`config.mk`:
```
export PLATFORM = sky130hd
export DESIGN_NAME = scl_clk_gen
export DESIGN_NICKNAME = d
export VERILOG_FILES = /design/src/rtl/scl_div_pkg.sv /design/src/rtl/scl_cfg_reg.sv /design/src/rtl/scl_phase_timer.sv /design/src/rtl/scl_clk_gen.sv
export SDC_FILE = /design/constraint.sdc
export NUM_CORES = 1
export LEC_CHECK = 0
export BUFFER_PORTS_ARGS = -buffer_cell sky130_fd_sc_hd__buf_4
export CAP_MARGIN = 30
export CORE_MARGIN = 8
export CORE_UTILIZATION = 40
export CTS_CLUSTER_DIAMETER = 60
export DETAILED_ROUTE_END_ITERATION = 7
export GPL_TIMING_DRIVEN = 0
export HOLD_SLACK_MARGIN = 0.1
export PLACE_DENSITY = 0.6
export SETUP_SLACK_MARGIN = 0.5
export SKIP_LAST_GASP = 1
export SYNTH_ARGS = -nofsm -noshare
export SYNTH_HDL_FRONTEND = slang
export SYNTH_HIERARCHICAL = 1
export SYNTH_SLANG_ARGS = --single-unit
export TNS_END_PERCENT = 100
```
`constraint.sdc`:
```
create_clock -name clk -period 2.46 [get_ports clk]
set_clock_uncertainty 0.05 [all_clocks]
set_input_delay 0.615 -clock clk [delete_from_list [all_inputs] [get_ports clk]]
set_output_delay 0.615 -clock clk [all_outputs]
set_load 0.1 [all_outputs]
```
`src/rtl/scl_div_pkg.sv`:
```
package scl_div_pkg;

    localparam int DIV_W  = 8;
    localparam int HS_W   = 3;
    localparam int PAD_W  = 16 - DIV_W - HS_W;
    localparam int CTL_W  = 16 + DIV_W;
    localparam int CNT_W  = DIV_W + 1;
    localparam int PH_EXTRA = 3;
    localparam int STD_MAX_HZ = 100_000;

    typedef struct packed {
        logic [DIV_W-1:0] hi_div;
        logic [PAD_W-1:0] rsvd;
        logic [HS_W-1:0]  hs_div;
        logic [DIV_W-1:0] fs_div;
    } ctl_t;

    typedef enum logic [1:0] {
        PH_IDLE = 2'd0,
        PH_LOW  = 2'd1,
        PH_HIGH = 2'd2
    } phase_e;

    // Last count value of a phase lasting div + PH_EXTRA cycles.
    function automatic logic [CNT_W-1:0] phase_last(input logic [DIV_W-1:0] div);
        return CNT_W'(div) + CNT_W'(PH_EXTRA - 1);
    endfunction

    // Control word for a given source and SCL rate.
    function automatic ctl_t ctl_for_rate(input int src_hz, input int scl_hz);
        ctl_t w;
        int ratio;
        int fs;
        w = '0;
        ratio = src_hz / scl_hz;
        if (scl_hz <= STD_MAX_HZ) begin
            fs = ratio / 2 - PH_EXTRA;
            w.hi_div = '0;
        end else begin
            fs = (ratio - 2 * PH_EXTRA) * 2 / 3;
            w.hi_div = DIV_W'(fs / 2);
        end
        w.fs_div = DIV_W'(fs);
        w.hs_div = HS_W'(3);
        return w;
    endfunction

endpackage

```
`src/rtl/scl_cfg_reg.sv`:
```
module scl_cfg_reg
    import scl_div_pkg::*;
#(
    parameter ctl_t RST_VAL = '0
) (
    input  logic             clk,
    input  logic             rst,
    input  logic             wr,
    input  logic [CTL_W-1:0] word,
    output ctl_t             ctl_q
);

    always_ff @(posedge clk) begin
        if (rst) begin
            ctl_q <= RST_VAL;
        end else if (wr) begin
            ctl_q <= ctl_t'(word);
        end
    end

    p_cfg_load_r2: assert property (@(posedge clk) disable iff (rst)
        wr |=> (ctl_q == ctl_t'($past(word))));

endmodule

```
`src/rtl/scl_phase_timer.sv`:
```
module scl_phase_timer #(
    parameter int CW = 9
) (
    input  logic          clk,
    input  logic          rst,
    input  logic          start,
    input  logic [CW-1:0] start_last,
    input  logic          en,
    output logic          done
);

    logic [CW-1:0] cnt_q;
    logic [CW-1:0] last_q;

    assign done = en && (cnt_q == last_q);

    always_ff @(posedge clk) begin
        if (rst) begin
            cnt_q  <= '0;
            last_q <= '0;
        end else if (start) begin
            cnt_q  <= '0;
            last_q <= start_last;
        end else if (en && !done) begin
            cnt_q <= cnt_q + 1'b1;
        end
    end

    // Count never runs past the limit captured at phase start (R7: frozen hold).
    p_cnt_bound_r7: assert property (@(posedge clk) disable iff (rst)
        cnt_q <= last_q);

    p_hold_frozen_r7: assert property (@(posedge clk) disable iff (rst)
        (!en && !start) |=> (cnt_q == $past(cnt_q)));

endmodule

```
`src/rtl/scl_clk_gen.sv`:
```
module scl_clk_gen
    import scl_div_pkg::*;
#(
    parameter int SRC_HZ = 19_200_000,
    parameter int SCL_HZ = 100_000
) (
    input  logic             clk,
    input  logic             rst,
    input  logic             run,
    input  logic             cfg_wr,
    input  logic [CTL_W-1:0] cfg_word,
    input  logic             scl_in,
    output logic             scl_low_o,
    output logic             scl_rise_stb,
    output logic             scl_fall_stb
);

    localparam ctl_t RST_CTL = ctl_for_rate(SRC_HZ, SCL_HZ);

    ctl_t             ctl_q;
    phase_e           ph_q;
    phase_e           ph_n;
    logic             tmr_start;
    logic [CNT_W-1:0] tmr_last;
    logic [CNT_W-1:0] low_last;
    logic [CNT_W-1:0] high_last;
    logic             tmr_en;
    logic             tmr_done;
    logic             rise_q;
    logic             fall_q;

    scl_cfg_reg #(.RST_VAL(RST_CTL)) u_cfg (
        .clk   (clk),
        .rst   (rst),
        .wr    (cfg_wr),
        .word  (cfg_word),
        .ctl_q (ctl_q)
    );

    assign low_last  = phase_last(ctl_q.fs_div);
    assign high_last = phase_last((ctl_q.hi_div == '0) ? ctl_q.fs_div : ctl_q.hi_div);
    assign tmr_en    = (ph_q == PH_LOW) || ((ph_q == PH_HIGH) && scl_in);

    scl_phase_timer #(.CW(CNT_W)) u_tmr (
        .clk        (clk),
        .rst        (rst),
        .start      (tmr_start),
        .start_last (tmr_last),
        .en         (tmr_en),
        .done       (tmr_done)
    );

    always_comb begin
        ph_n      = ph_q;
        tmr_start = 1'b0;
        tmr_last  = low_last;
        unique case (ph_q)
            PH_IDLE: begin
                if (run) begin
                    ph_n      = PH_LOW;
                    tmr_start = 1'b1;
                end
            end
            PH_LOW: begin
                if (tmr_done) begin
                    ph_n      = PH_HIGH;
                    tmr_start = 1'b1;
                    tmr_last  = high_last;
                end
            end
            PH_HIGH: begin
                if (tmr_done) begin
                    if (run) begin
                        ph_n      = PH_LOW;
                        tmr_start = 1'b1;
                    end else begin
                        ph_n = PH_IDLE;
                    end
                end
            end
            default: ph_n = PH_IDLE;
        endcase
    end

    always_ff @(posedge clk) begin
        if (rst) begin
            ph_q   <= PH_IDLE;
            rise_q <= 1'b0;
            fall_q <= 1'b0;
        end else begin
            ph_q   <= ph_n;
            fall_q <= (ph_n == PH_LOW)  && (ph_q != PH_LOW);
            rise_q <= (ph_n == PH_HIGH) && (ph_q == PH_LOW);
        end
    end

    assign scl_low_o    = (ph_q == PH_LOW);
    assign scl_rise_stb = rise_q;
    assign scl_fall_stb = fall_q;

    p_fall_edge_r5: assert property (@(posedge clk) disable iff (rst)
        scl_fall_stb |-> (scl_low_o && !$past(scl_low_o)));

    p_rise_edge_r6: assert property (@(posedge clk) disable iff (rst)
        scl_rise_stb |-> (!scl_low_o && $past(scl_low_o)));

    p_stretch_hold_r7: assert property (@(posedge clk) disable iff (rst)
        ((ph_q == PH_HIGH) && !scl_in) |=> (ph_q == PH_HIGH));

    p_idle_start_r8: assert property (@(posedge clk) disable iff (rst)
        ((ph_q == PH_IDLE) && run) |=> (scl_low_o && scl_fall_stb));

    p_low_completes_r8: assert property (@(posedge clk) disable iff (rst)
        (ph_q == PH_LOW) |=> (ph_q != PH_IDLE));

    p_strobe_excl_r6: assert property (@(posedge clk) disable iff (rst)
        !(scl_rise_stb && scl_fall_stb));

endmodule

```
==> impl_metrics.ini, run 1 <==
[final_layout]
final_cell_area_um2 = 2910
nets = 338
final_common_cell = buf_4
area_growth_pct = 32.9
final_cell_mix = buf_4, nor2_1, dfxtp_1
diodes = 0
drive_gt1_frac = 0.365

[critical_path]
path_delay_family = simple AND/OR/NAND/NOR gates
max_stage_delay_ns = 0.50
cp-end-kind = flop
critical_path_class = reg -> reg
cpMaxStageDelayCell = or4_1
arrival_ns = 2.49
crit_fanout = 5
critPathLaunchType = flop
crit_buf_inv = 1
path_cells = xor2_1 -> nor4_2 -> nand3_1 -> nor2_2 -> nand3b_1 -> buf_6 -> or4_1 -> nand2_1 -> a221oi_2 -> mux2i_1 -> nor2_1
worstPathRequired_ns = 2.58

[clock_tree]
clockBufferDepth = 2
cts.sinks = 38
clkLatencyLatePin_ns = 0.29
cts_root_buf = clkbuf_8
h-tree-depth = 2
cts_buffers = 5
clk_pin_slew_ns = 0.07
cts_tree = yes

[synth]
synth_warnings = 6
syn_nets = 283
avgSynthCellArea_um2 = 8.71
postSynthCellCount = 251
netlist_area_um2 = 2190

[route]
wire_per_inst_um = 14.2
vias_per_cell = 5.21
ant_nets = 0
drcViolationCount = 0
drt-pass1-iter-count = 4
num_vias = 1973
drt_iter0_markers = 61
totalWireLength_um = 5390

[pwr]
p_leak_nw = 1.24
power_density_nw_per_um2 = 567
peakVddDrop_mv = 0.361
p_total_mw = 1.65

[worst_hold_path]
hold_path.class = reg -> reg

[sta]
min_period_ns = 2.38
rsz0062_at_grt = true
slew_headroom = 0.691
setup_tns_ns = 0
finalHoldViolCount = 0
setup_viol = 0
tightestPinTransition_ns = 0.463
post-route-period-util = 0.966
timing.hold.ws_ns = 0.459
max_freq_mhz = 421
slew_violations = 0
finalWorstSetupSlack_ns = 0.0842

[die]
start_util = 0.404
die_w_um = 89.9
design.core.area_um2 = 5410
rows = 27
dieArea_um2 = 8090
die_y_um = 89.9
pin_count = 32

[global_routing]
track_usage = 0.134
grt-ovfl-total = 0
use_met2 = 0.230
use_met3 = 0.0341
use_met1 = 0.150
antenna_found_initial = 0
grt_pass1_vias = 1939
grt_max_degree = 14
top_usage_layer = met2
grt_pass1_wl_um = 8990

[outcome]
status = complete, no violations

[placement]
finalWeightedCongestion = 0.826
pre_cts_ws_ns = -0.255
place_area_um2 = 2460
portBuffers = 23
dp_hpwl_um = 3720

[run]
drv_cap = 0
where the power goes:
group	switching [mW]	internal, mW
logic	0.246	0.248
registers	0.0518	0.657
clock network	0.219	0.226
state kept, by name, indices dropped and copies added (netlist names):
register	cells
ph_q	2
u_tmr/cnt_q	9
scl_fall_stb	1
scl_rise_stb	1
u_tmr/last_q	9
u_cfg/ctl_q	16
path summary, 6_finish.rpt:
path / from / end / slack, ns / cells after the start
worst max-delay path: u_tmr/cnt_q[3] / u_tmr/last_q[5] / 0.08 / 11
worst min-delay path: u_cfg/ctl_q[22] / u_cfg/ctl_q[22] / 0.46 / 2
worst max register to register: u_tmr/cnt_q[3] / u_tmr/last_q[5] / 0.08 / 11
worst min register to register: u_cfg/ctl_q[22] / u_cfg/ctl_q[22] / 0.46 / 2
worst register-to-register path, delay by kind of cell, from the launching register on:
family / cells / cell delay (ns)
AO/OA/AOI/OAI: 1 / 0.06
XOR/XNOR: 1 / 0.17
buffers and inverters: 1 / 0.14
flip-flops: 1 / 0.35
multiplexers: 1 / 0.14
AND/OR/NAND/NOR: 7 / 1.35
metrics by stage:
stage | instances | util
after CTS | 377 | 0.527
after detailed placement | 346 | 0.455
final | 379 | 0.538
after global placement | 346 | 0.455
after global routing | 379 | 0.538
after floorplan | 251 | -
what timing repair did:
| item | in CTS | in global routing |
|---|---|---|
| pin swaps | 13 | 6 |
| hold buffers | 0 | 0 |
| setup buffers | 22 | 2 |
| cloned | 1 | 0 |
| gates resized for setup | 31 | 16 |
| endpoints found under the setup margin | 20 | 20 |
metal layers:
| layer | vias up | routed length [µm] |
|---|---|---|
| li1 | 1008 | - |
| met1 | 916 | 2370 |
| met2 | 39 | 2720 |
| met3 | 10 | 184 |
| met4 | 0 | 109 |
| met5 | - | 0 |
final cells by class:
cell class	count	area [µm²]
multi-input cells	194	1400
repair buffers	48	382
fillers	493	2500
flip-flops and latches	38	776
well taps	72	90.1
plain buffers	13	143
clock buffers	7	86.3
clock inverters	1	5.00
inverters	6	22.5
Power figures use the tool's default switching activity.
==> run 2: changes to the inputs <==
--- a/config.mk
+++ b/config.mk
@@ -5,11 +5,11 @@
 export SDC_FILE = /design/constraint.sdc
 export NUM_CORES = 1
 export LEC_CHECK = 0
-export BUFFER_PORTS_ARGS = -buffer_cell sky130_fd_sc_hd__buf_4
+export BUFFER_PORTS_ARGS = -buffer_cell sky130_fd_sc_hd__buf_2
 export CAP_MARGIN = 30
 export CORE_MARGIN = 8
 export CORE_UTILIZATION = 40
-export CTS_CLUSTER_DIAMETER = 60
+export CTS_CLUSTER_DIAMETER = 50
 export DETAILED_ROUTE_END_ITERATION = 7
 export GPL_TIMING_DRIVEN = 0
 export HOLD_SLACK_MARGIN = 0.1
==> constraint.sdc (replaced) <==
create_clock -name clk -period 2.46 [get_ports clk]
set_clock_uncertainty 0.05 [all_clocks]
set_input_delay 0.246 -clock clk [delete_from_list [all_inputs] [get_ports clk]]
set_output_delay 0.246 -clock clk [all_outputs]
set_load 0.1 [all_outputs]
==> run 2 against run 1 <==
- the run now ends with setup timing left
- fmax fell by 5.3%
- sequential share of layout area rose by 0.47 points
- routed wire length rose by 0.91%
- register-to-register slack got worse by 0.13 ns
- worst setup slack got worse by 0.13 ns
==> impl_metrics.ini, run 2 (synthesized netlist as in run 1, its figures left out) <==
[outcome]
status = complete, but fails checks
violations = setup timing

[critical_path]
regToRegSetupSlack_ns = -0.05
arrival_ns = 2.63
cp.depth = 11
r2r-start = u_tmr/cnt_q[3]
max_stage_delay_ns = 0.50
critical_path_class = reg -> reg
reg2reg_to = u_tmr/last_q[5]
crit_end = u_tmr/last_q[5]
path_cells = xor2_1 -> nor4_2 -> nand3_1 -> nor2_2 -> nand3b_1 -> buf_6 -> or4_1 -> nand2_1 -> a221oi_2 -> mux2i_1 -> nor2_1
crit_fanout = 4
worstPathRequired_ns = 2.58
path_delay_family = simple AND/OR/NAND/NOR gates
cpMaxStageDelayCell = or4_1
rr_worst_depth = 11
worstSetupStartpoint = u_tmr/cnt_q[3]
cp-end-kind = flop
crit_buf_inv = 1
critPathLaunchType = flop

[sta]
post-route-period-util = 1.02
setup_viol = 2
slew_violations = 0
max_freq_mhz = 399
min_period_ns = 2.51
finalWorstSetupSlack_ns = -0.0479
rsz0062_at_grt = true
finalHoldViolCount = 0
slew_headroom = 0.559
tightestPinTransition_ns = 0.653

[worst_hold_path]
holdPathStages = 2
hold_path.class = in -> reg

[final_layout]
regMostFlops = u_cfg/ctl_q
final_cell_mix = nor2_1, dfxtp_1, buf_2
final_cell_area_um2 = 2820
drive_gt1_frac = 0.333
largest_reg_flops = 16
reg_top3 = u_cfg/ctl_q x16, u_tmr/cnt_q x9, u_tmr/last_q x9
area_growth_pct = 29.1
nets = 334
diodes = 0
final_util = 0.522
fillCellCount = 513

[global_routing]
grt_pass1_wl_um = 8850
grt_pass1_vias = 1925
use_met3 = 0.0299
use_met1 = 0.144
antenna_found_initial = 0
track_usage = 0.131
grt-ovfl-total = 0
use_met2 = 0.231
top_usage_layer = met2
grt_max_degree = 14

[clock_tree]
hold_buffers = 0
clockBufferDepth = 2
clk_pin_slew_ns = 0.08
cts.sinks = 38
h-tree-depth = 2
cts_buffers = 5
cts_root_buf = clkbuf_8
cts_tree = yes
clkLatencyLatePin_ns = 0.29

[pwr]
p_leak_nw = 1.21
peakVddDrop_mv = 0.383
power_density_nw_per_um2 = 575

[route]
drt_iter0_markers = 56
totalWireLength_um = 5440
drt-pass1-iter-count = 4
vias_per_cell = 5.29
drcViolationCount = 0
wire_per_inst_um = 14.5
num_vias = 1982
ant_nets = 0

[placement]
finalWeightedCongestion = 0.805
pre_cts_ws_ns = -0.257
dp_hpwl_um = 3700
portBuffers = 23
place_area_um2 = 2400

[die]
rows = 27
pin_count = 32
start_util = 0.404
die_y_um = 89.9
dieArea_um2 = 8090
die_w_um = 89.9
design.core.area_um2 = 5410

[run]
drv_cap = 0
==> run 2: per-stage QoR <==
step                      setup TNS (ns)  std cells  hold WS (ns)  total power [mW]
after global placement             -2.78        346         0.406              1.08
final                            -0.0700        375         0.112              1.62
after CTS                              0        370         0.108              1.61
after floorplan                        0        251         0.268             0.996
after detailed placement           -3.27        346         0.411              1.08
after global routing              -0.726        375         0.105              1.70
==> run 2: worst min-delay path by stage <==
stage	startpoint	endpoint	slack, ns
after detailed placement	cfg_word[3]	u_cfg/ctl_q[3]	0.41
after global routing	cfg_word[4]	u_cfg/ctl_q[4]	0.10
after floorplan	rst	ph_q[1]	0.27
after CTS	cfg_word[0]	u_cfg/ctl_q[0]	0.11
after global placement	cfg_word[3]	u_cfg/ctl_q[3]	0.41
final	cfg_word[0]	u_cfg/ctl_q[0]	0.11
==> run 2: area by class of cell <==
class / count / area (µm²) / area share
Clock buffer: 7 / 86.3 / 0.0306
Sequential cell: 38 / 767 / 0.272
Timing Repair Buffer: 44 / 292 / 0.103
Clock inverter: 1 / 5.00 / 0.00177
Buffer: 13 / 139 / 0.0492
Multi-Input combinational cell: 194 / 1420 / 0.504
Inverter: 6 / 22.5 / 0.00798
Tap cell: 72 / 90.1 / 0.0319
==> run 2: what timing repair did <==
item / in CTS / in global routing
endpoints found under the setup margin: 20 / 21
pin swaps: 18 / 10
resized for setup: 34 / 6
cloned: 1 / 1
buffers inserted: 15 / 4
==> run 2: per-layer routing <==
metal | wire (µm) | share of wire
met2 | 2730 | 0.50
met5 | 0 | 0
met4 | 142 | 0.026
met3 | 205 | 0.038
met1 | 2360 | 0.43
==> run 2: report_power, final <==
| part | switching (mW) | internal [mW] |
|---|---|---|
| registers | 0.0494 | 0.655 |
| clock network | 0.222 | 0.226 |
| logic | 0.250 | 0.220 |
